[src/rtl/nand_rd_pkg.sv]
package nand_rd_pkg;

    localparam logic [7:0] OP_PAGE_LOAD = 8'h13;
    localparam logic [7:0] OP_GET_REG   = 8'h0F;
    localparam logic [7:0] OP_CACHE_RD  = 8'h03;
    localparam logic [7:0] REG_STAT     = 8'hC0;
    localparam int         COL_W        = 11;
    localparam int         BUSY_BIT     = 0;
    localparam int         ECC_LO       = 4;
    localparam logic [1:0] ECC_UNFIXED  = 2'd2;

    typedef enum logic [1:0] {FR_LOAD, FR_POLL, FR_READ} frame_t;
    typedef enum logic [1:0] {ST_IDLE, ST_XFER, ST_GAP} state_t;

    function automatic logic [2:0] frame_len(frame_t f);
        case (f)
            FR_LOAD: return 3'd4;
            FR_POLL: return 3'd3;
            default: return 3'd5;
        endcase
    endfunction

    function automatic logic [7:0] frame_byte(frame_t f, logic [2:0] idx,
                                              logic [23:0] row, logic [15:0] col);
        case (f)
            FR_LOAD: case (idx)
                3'd0:    return OP_PAGE_LOAD;
                3'd1:    return row[23:16];
                3'd2:    return row[15:8];
                default: return row[7:0];
            endcase
            FR_POLL: case (idx)
                3'd0:    return OP_GET_REG;
                3'd1:    return REG_STAT;
                default: return 8'h00;
            endcase
            default: case (idx)
                3'd0:    return OP_CACHE_RD;
                3'd1:    return col[15:8];
                3'd2:    return col[7:0];
                default: return 8'h00;
            endcase
        endcase
    endfunction

endpackage

[src/rtl/nand_spi_byte.sv]
module nand_spi_byte (
    input  logic       clk,
    input  logic       rst,
    input  logic       start,
    input  logic [7:0] tx,
    input  logic       miso,
    output logic       sck,
    output logic       mosi,
    output logic       done,
    output logic [7:0] rx
);
    logic [7:0] sh;
    logic [2:0] cnt;
    logic       ph;
    logic       act;

    assign mosi = sh[7];

    always_ff @(posedge clk) begin
        if (rst) begin
            sh <= '0; cnt <= '0; ph <= 1'b0; act <= 1'b0;
            sck <= 1'b0; done <= 1'b0; rx <= '0;
        end else begin
            done <= 1'b0;
            if (start) begin
                sh  <= tx;
                cnt <= '0;
                ph  <= 1'b0;
                act <= 1'b1;
                sck <= 1'b0;
            end else if (act) begin
                if (!ph) begin
                    sck <= 1'b1;
                    rx  <= {rx[6:0], miso};
                    ph  <= 1'b1;
                end else begin
                    sck <= 1'b0;
                    ph  <= 1'b0;
                    if (cnt == 3'd7) begin
                        act  <= 1'b0;
                        done <= 1'b1;
                    end else begin
                        cnt <= cnt + 3'd1;
                        sh  <= {sh[6:0], 1'b0};
                    end
                end
            end
        end
    end

    // a new byte is only launched once the previous one has finished
    a_r2_start_when_idle: assert property (@(posedge clk) disable iff (rst)
        start |-> !act);

endmodule

[src/rtl/nand_page_tag.sv]
module nand_page_tag #(
    parameter int PAGE_W = 17
) (
    input  logic              clk,
    input  logic              rst,
    input  logic              inval,
    input  logic              load,
    input  logic [PAGE_W-1:0] load_page,
    input  logic [PAGE_W-1:0] look_page,
    output logic              hit,
    output logic              valid
);
    logic [PAGE_W-1:0] tag;

    assign hit = valid && (tag == look_page);

    always_ff @(posedge clk) begin
        if (rst) begin
            valid <= 1'b0;
            tag   <= '0;
        end else if (inval) begin
            valid <= 1'b0;
        end else if (load) begin
            valid <= 1'b1;
            tag   <= load_page;
        end
    end

    // a reload start and a load completion never coincide
    a_r7_inval_load_apart: assert property (@(posedge clk) disable iff (rst)
        !(inval && load));

endmodule

[src/rtl/nand_poll_ctr.sv]
module nand_poll_ctr #(
    parameter int LIMIT = 4096
) (
    input  logic clk,
    input  logic rst,
    input  logic clr,
    input  logic inc,
    output logic at_limit
);
    localparam int CW = $clog2(LIMIT) + 1;
    logic [CW-1:0] cnt;

    assign at_limit = (cnt == CW'(LIMIT - 1));

    always_ff @(posedge clk) begin
        if (rst || clr) cnt <= '0;
        else if (inc)   cnt <= cnt + 1'b1;
    end

    // the busy-poll count stays below the limit
    a_r8_poll_cap: assert property (@(posedge clk) disable iff (rst)
        cnt < CW'(LIMIT));
    a_r8_no_inc_at_cap: assert property (@(posedge clk) disable iff (rst)
        !(inc && at_limit));

endmodule

[src/rtl/nand_page_reader.sv]
module nand_page_reader
    import nand_rd_pkg::*;
#(
    parameter int PAGE_W    = 17,
    parameter int MAX_POLLS = 4096
) (
    input  logic              clk,
    input  logic              rst,
    input  logic              req,
    input  logic [PAGE_W-1:0] req_page,
    input  logic [COL_W-1:0]  req_col,
    output logic              ready,
    output logic              rsp_valid,
    output logic [7:0]        rsp_data,
    output logic              rsp_timeout,
    output logic [1:0]        ecc_code,
    output logic              ecc_fatal,
    output logic              spi_cs_n,
    output logic              spi_sck,
    output logic              spi_mosi,
    input  logic              spi_miso
);
    state_t            state;
    frame_t            kind;
    logic [2:0]        idx;
    logic              kick;
    logic [PAGE_W-1:0] page_q;
    logic [COL_W-1:0]  col_q;
    logic [7:0]        last_rx;
    logic              sh_done;
    logic [7:0]        sh_rx;
    logic              hit, tag_valid, at_limit;
    logic              tag_inval, tag_load, poll_clr, poll_inc, dev_busy;

    assign ready    = (state == ST_IDLE);
    assign spi_cs_n = (state != ST_XFER);
    assign dev_busy = last_rx[BUSY_BIT];

    assign tag_inval = ready && req && !hit;
    assign tag_load  = (state == ST_GAP) && (kind == FR_POLL) && !dev_busy;
    assign poll_clr  = (state == ST_GAP) && (kind == FR_LOAD);
    assign poll_inc  = (state == ST_GAP) && (kind == FR_POLL) && dev_busy && !at_limit;

    nand_spi_byte u_shift (
        .clk(clk), .rst(rst), .start(kick),
        .tx(frame_byte(kind, idx, 24'(page_q), 16'(col_q))),
        .miso(spi_miso), .sck(spi_sck), .mosi(spi_mosi),
        .done(sh_done), .rx(sh_rx)
    );

    nand_page_tag #(.PAGE_W(PAGE_W)) u_tag (
        .clk(clk), .rst(rst), .inval(tag_inval), .load(tag_load),
        .load_page(page_q), .look_page(req_page), .hit(hit), .valid(tag_valid)
    );

    nand_poll_ctr #(.LIMIT(MAX_POLLS)) u_poll (
        .clk(clk), .rst(rst), .clr(poll_clr), .inc(poll_inc), .at_limit(at_limit)
    );

    always_ff @(posedge clk) begin
        if (rst) begin
            state <= ST_IDLE; kind <= FR_LOAD; idx <= '0; kick <= 1'b0;
            page_q <= '0; col_q <= '0; last_rx <= '0;
            rsp_valid <= 1'b0; rsp_data <= '0; rsp_timeout <= 1'b0;
            ecc_code <= '0; ecc_fatal <= 1'b0;
        end else begin
            rsp_valid <= 1'b0;
            kick      <= 1'b0;
            case (state)
                ST_IDLE: if (req) begin
                    page_q      <= req_page;
                    col_q       <= req_col;
                    kind        <= hit ? FR_READ : FR_LOAD;
                    idx         <= '0;
                    kick        <= 1'b1;
                    rsp_timeout <= 1'b0;
                    state       <= ST_XFER;
                end
                ST_XFER: if (sh_done) begin
                    if (idx == frame_len(kind) - 3'd1) begin
                        last_rx <= sh_rx;
                        state   <= ST_GAP;
                    end else begin
                        idx  <= idx + 3'd1;
                        kick <= 1'b1;
                    end
                end
                default: begin
                    idx <= '0;
                    case (kind)
                        FR_LOAD: begin
                            kind <= FR_POLL; kick <= 1'b1; state <= ST_XFER;
                        end
                        FR_POLL: begin
                            if (dev_busy && at_limit) begin
                                rsp_valid   <= 1'b1;
                                rsp_timeout <= 1'b1;
                                state       <= ST_IDLE;
                            end else if (dev_busy) begin
                                kick <= 1'b1; state <= ST_XFER;
                            end else begin
                                ecc_code <= last_rx[ECC_LO+1:ECC_LO];
                                if (last_rx[ECC_LO+1:ECC_LO] == ECC_UNFIXED)
                                    ecc_fatal <= 1'b1;
                                kind <= FR_READ; kick <= 1'b1; state <= ST_XFER;
                            end
                        end
                        default: begin
                            rsp_valid <= 1'b1;
                            rsp_data  <= last_rx;
                            state     <= ST_IDLE;
                        end
                    endcase
                end
            endcase
        end
    end

    // clock is quiet while the device is deselected
    a_r2_sck_low_deselected: assert property (@(posedge clk) disable iff (rst)
        spi_cs_n |-> !spi_sck);
    // data responses only come from a loaded page
    a_r5_data_from_loaded: assert property (@(posedge clk) disable iff (rst)
        (rsp_valid && !rsp_timeout) |-> tag_valid);
    // a timeout leaves nothing marked loaded
    a_r8_timeout_unloads: assert property (@(posedge clk) disable iff (rst)
        (rsp_valid && rsp_timeout) |-> !tag_valid);
    // the uncorrectable flag is sticky
    a_r4_fatal_sticky: assert property (@(posedge clk) disable iff (rst)
        ecc_fatal |=> ecc_fatal);
    // a busy block holds its captured request
    a_r9_busy_holds_req: assert property (@(posedge clk) disable iff (rst)
        (!ready && !$past(ready)) |-> $stable(page_q));

endmodule

[config.mk]
export PLATFORM = sky130hd
export DESIGN_NAME = nand_page_reader
export DESIGN_NICKNAME = d
export VERILOG_FILES = /design/src/rtl/nand_rd_pkg.sv /design/src/rtl/nand_spi_byte.sv /design/src/rtl/nand_page_tag.sv /design/src/rtl/nand_poll_ctr.sv /design/src/rtl/nand_page_reader.sv
export SDC_FILE = /design/constraint.sdc
export NUM_CORES = 1
export LEC_CHECK = 0
export ABC_AREA = 1
export BUFFER_PORTS_ARGS = -buffer_cell sky130_fd_sc_hd__buf_4
export CORE_ASPECT_RATIO = 0.6
export CORE_UTILIZATION = 50
export CTS_CLUSTER_SIZE = 14
export DETAILED_ROUTE_END_ITERATION = 8
export HOLD_SLACK_MARGIN = 0.06
export PLACE_DENSITY = 0.72
export RECOVER_POWER = 25
export SLEW_MARGIN = 30
export SYNTH_ARGS = -nofsm -noshare
export SYNTH_HDL_FRONTEND = slang
export SYNTH_SLANG_ARGS = --single-unit
export TNS_END_PERCENT = 20
[constraint.sdc]
create_clock -name clk -period 1.6 [get_ports clk]
set_input_delay 0.24 -clock clk [delete_from_list [all_inputs] [get_ports clk]]
set_output_delay 0.24 -clock clk [all_outputs]
set_load 0.05 [all_outputs]
==> results_dict.tcl <==
set metrics [dict create \
    final_common_cell "nand2_1" \
    chipHeight_um 79.09 \
    hold_path.class "in2reg" \
    setup_viol_count_final 15 \
    pre_cts_ws_ns -0.2345 \
    fin_skew_ns 0.005144 \
    clock_latency_ns 0.35 \
    synth_area_um2 4952 \
    p_leak_uw 0.002534 \
    max_stage_delay_ns 0.36 \
    die-area_um2 10320 \
    rows 27 \
    via_per_inst 5.207 \
    vias 4827 \
    synth_cell_types 35 \
    synth_mux_area_share_pct 0 \
    wl_mm 12.59 \
    grt_setup_unrepaired "true" \
    synth-simple-area-share_pct 24.89 \
    grt-ovfl-total 0 \
    worstSetupPathType "reg2reg" \
    seq_area_frac_synth_pct 44.47 \
    grt_max_degree 50 \
    cts_max_level 3 \
    hold_violations 0 \
    powerDensity_nw_per_um2 921.7 \
    syn_avg_cell_area_um2 7.034 \
    cpMostUsedCell "inv_2" \
    placed_area_um2 5811 \
    syn_nets 745 \
    status "complete, but fails checks" \
    dp.cells 908 \
    ys_seq_elements 110 \
    cp_cell_sequence "nor2_4, inv_2, ha_4, xnor2_1, nor2_1, nand2_1, inv_2, nand3_4, buf_6, a21oi_2" \
    fin_cells 927 \
    setup.worst_path.end_class "flip-flop" \
    crit_path_start_kind "flip-flop" \
    first_global_vias 4423 \
    worst_slew_pin_slew_ns 0.6001 \
    cp.required_ns 1.89 \
    cts-root-buf "clkbuf_16" \
    layout_setup_ws_ns -0.1194 \
    core_area_um2 9392 \
    gp_congestion 0.8900 \
    synth_top_family_by_area "simple AND/OR/NAND/NOR gates" \
    antenna_found_initial 0 \
    cts_made_buffers 9 \
    nets 833 \
    io_pins 49 \
    start_util_pct 52.73 \
    multi_input_area_um2 2520 \
    min_period_ns 1.719 \
    synthAdderAreaFrac_pct 2.274 \
    die_w_um 130.5 \
    synth-xor-area-share_pct 2.299 \
    final_cell_mix "nand2_1 (168), dfxtp_1 (105), nor2_1 (81), buf_4 (78), a21oi_1 (77)" \
    fin_area_um2 6212 \
    final_layout_size_suffix_gt1_share_pct 19.20 \
    max_freq_ghz 0.5816 \
    drcViolationCount 0 \
    n_antenna_cell 0 \
    syn2layout_area_growth_pct 25.44 \
    antenna_left 0 \
    wire_per_inst_um 13.59 \
    synthCells 704 \
    cp_data_arrival_time_ns 2.01 \
    drv_cap 0 \
    cts_tree "yes" \
    grt_pass1_wl_mm 20.71 \
    irDropWorstVdd_uv 523.4 \
    period_share_pct 107.5 \
    hpwl_mm 8.952 \
    synth-compound-area-share_pct 18.29 \
    cts_buffer_depth 2 \
    holdBufCountCts 0 \
    crit_path_top_delay_cell "dfxtp_4" \
    drtIter0Drc 386 \
    violations "negative setup slack" \
    path_clk_slew_ns 0.07 \
    portBuffers 48 \
    seq_area_um2 2213 \
    relSlewSlack_pct 60.16 \
    track_usage_pct 25.84 \
    fillers 830 \
    yosysWarnings 0 \
    setup_tns_ns -0.9689 \
    clock_sinks 110 \
    drt_pass1_iterations 4 \
    crit_fanout 8 \
    slew_viol_final 0 \
]
==> synth_stat cells (all sizes together) <==
cell / n / area [µm²]
nand2: 175 / 666.9
dfxtp: 110 / 2202
nor2: 91 / 364.1
a21oi: 83 / 419.2
o21ai: 81 / 405.4
inv: 74 / 277.8
nand3: 19 / 100.1
clkbuf: 18 / 67.56
xnor2: 12 / 105.1
ha: 9 / 112.6
buf: 7 / 40.03
nor3: 4 / 42.54
a31oi: 3 / 18.77
nand4: 3 / 18.77
or2: 3 / 18.77
a211oi: 2 / 15.01
nor3b: 2 / 15.01
o221ai: 2 / 17.52
a41oi: 1 / 8.760
and3: 1 / 6.260
o211ai: 1 / 7.510
o21bai: 1 / 7.510
o22ai: 1 / 6.260
xor2: 1 / 8.760
==> path summary, 6_finish.rpt <==
path	startpoint	end	slack [ns]	depth (start not counted)
setup / recovery	kind[1]	last_rx[0]	-0.12	10
hold / removal	rst	state[1]	0.10	2
hold reg to reg	last_rx[2]	rsp_data[2]	0.46	2
setup reg to reg	kind[1]	last_rx[0]	-0.12	10
==> stage by stage <==
stage | util, % | hold WS, ns | total power, µW
2_1_floorplan | - | 0.3878 | 3331
3_3_place_gp | 61.87 | 0.4450 | 3570
3_5_place_dp | 61.87 | 0.4492 | 3595
4_1_cts | 65.92 | 0.08422 | 5750
5_1_grt | 66.15 | 0.09488 | 5953
6_report | 66.15 | 0.1017 | 5726
==> power breakdown <==
| group | switching, µW | total [µW] | internal (µW) |
|---|---|---|---|
| clock network | 1030 | 2140 | 1110 |
| logic | 398 | 667 | 269 |
| registers | 81.1 | 2920 | 2840 |
| total | 1510 | 5730 | 4210 |
==> critical path: cells and delay by family, from the launching register on <==
| family | cells | cell delay [ns] |
|---|---|---|
| AO/OA/AOI/OAI | 1 | 0.11 |
| AND/OR/NAND/NOR | 4 | 0.50 |
| buffers and inverters | 3 | 0.37 |
| flip-flops | 1 | 0.36 |
| XOR/XNOR | 1 | 0.12 |
| adder cells (fa/ha/maj) | 1 | 0.21 |
==> sequential cells by signal, summed over array words and instances, names as in the netlist, 3 cells and up <==
name,count
u_shift.cnt,3
idx,3
u_shift.sh,8
page_q,17
last_rx,8
u_shift.rx,8
u_poll.cnt,13
rsp_data,8
col_q,11
u_tag.tag,17
==> layer usage <==
| metal | GRT usage, % | wire [µm] | vias to the layer above |
|---|---|---|---|
| li1 | - | - | 2449 |
| met1 | 34.38 | 6251 | 2259 |
| met2 | 42.43 | 5707 | 109 |
| met3 | 5.863 | 522 | 10 |
| met4 | 6.207 | 112 | 0 |
| met5 | 0 | 0 | - |
==> cells by family (layout without fill, tap and decap cells) <==
group	after synthesis	after routing
flip-flops	110	110
buffers and inverters	99	191
XOR/XNOR	13	13
adder cells (fa/ha/maj)	9	9
AND/OR/NAND/NOR	298	299
AO/OA/AOI/OAI	175	175
==> cell type report <==
| type | count | share of cell area, % |
|---|---|---|
| Sequential cell | 110 | 35.63 |
| Multi-Input combinational cell | 496 | 40.56 |
| Clock buffer | 10 | 3.847 |
| Tap cell | 130 | 2.618 |
| Clock inverter | 6 | 0.7049 |
| Timing Repair Buffer | 101 | 12.12 |
| Inverter | 74 | 4.512 |
==> repair_timing <==
action / 4_1_cts / 5_1_grt
gates cloned: 1 / 0
gates resized for setup: 25 / 26
pin swaps: 7 / 18
setup buffers: 2 / 3
setup endpoints to repair: 34 / 53
Note: power is estimated with default switching activity, not from simulation.
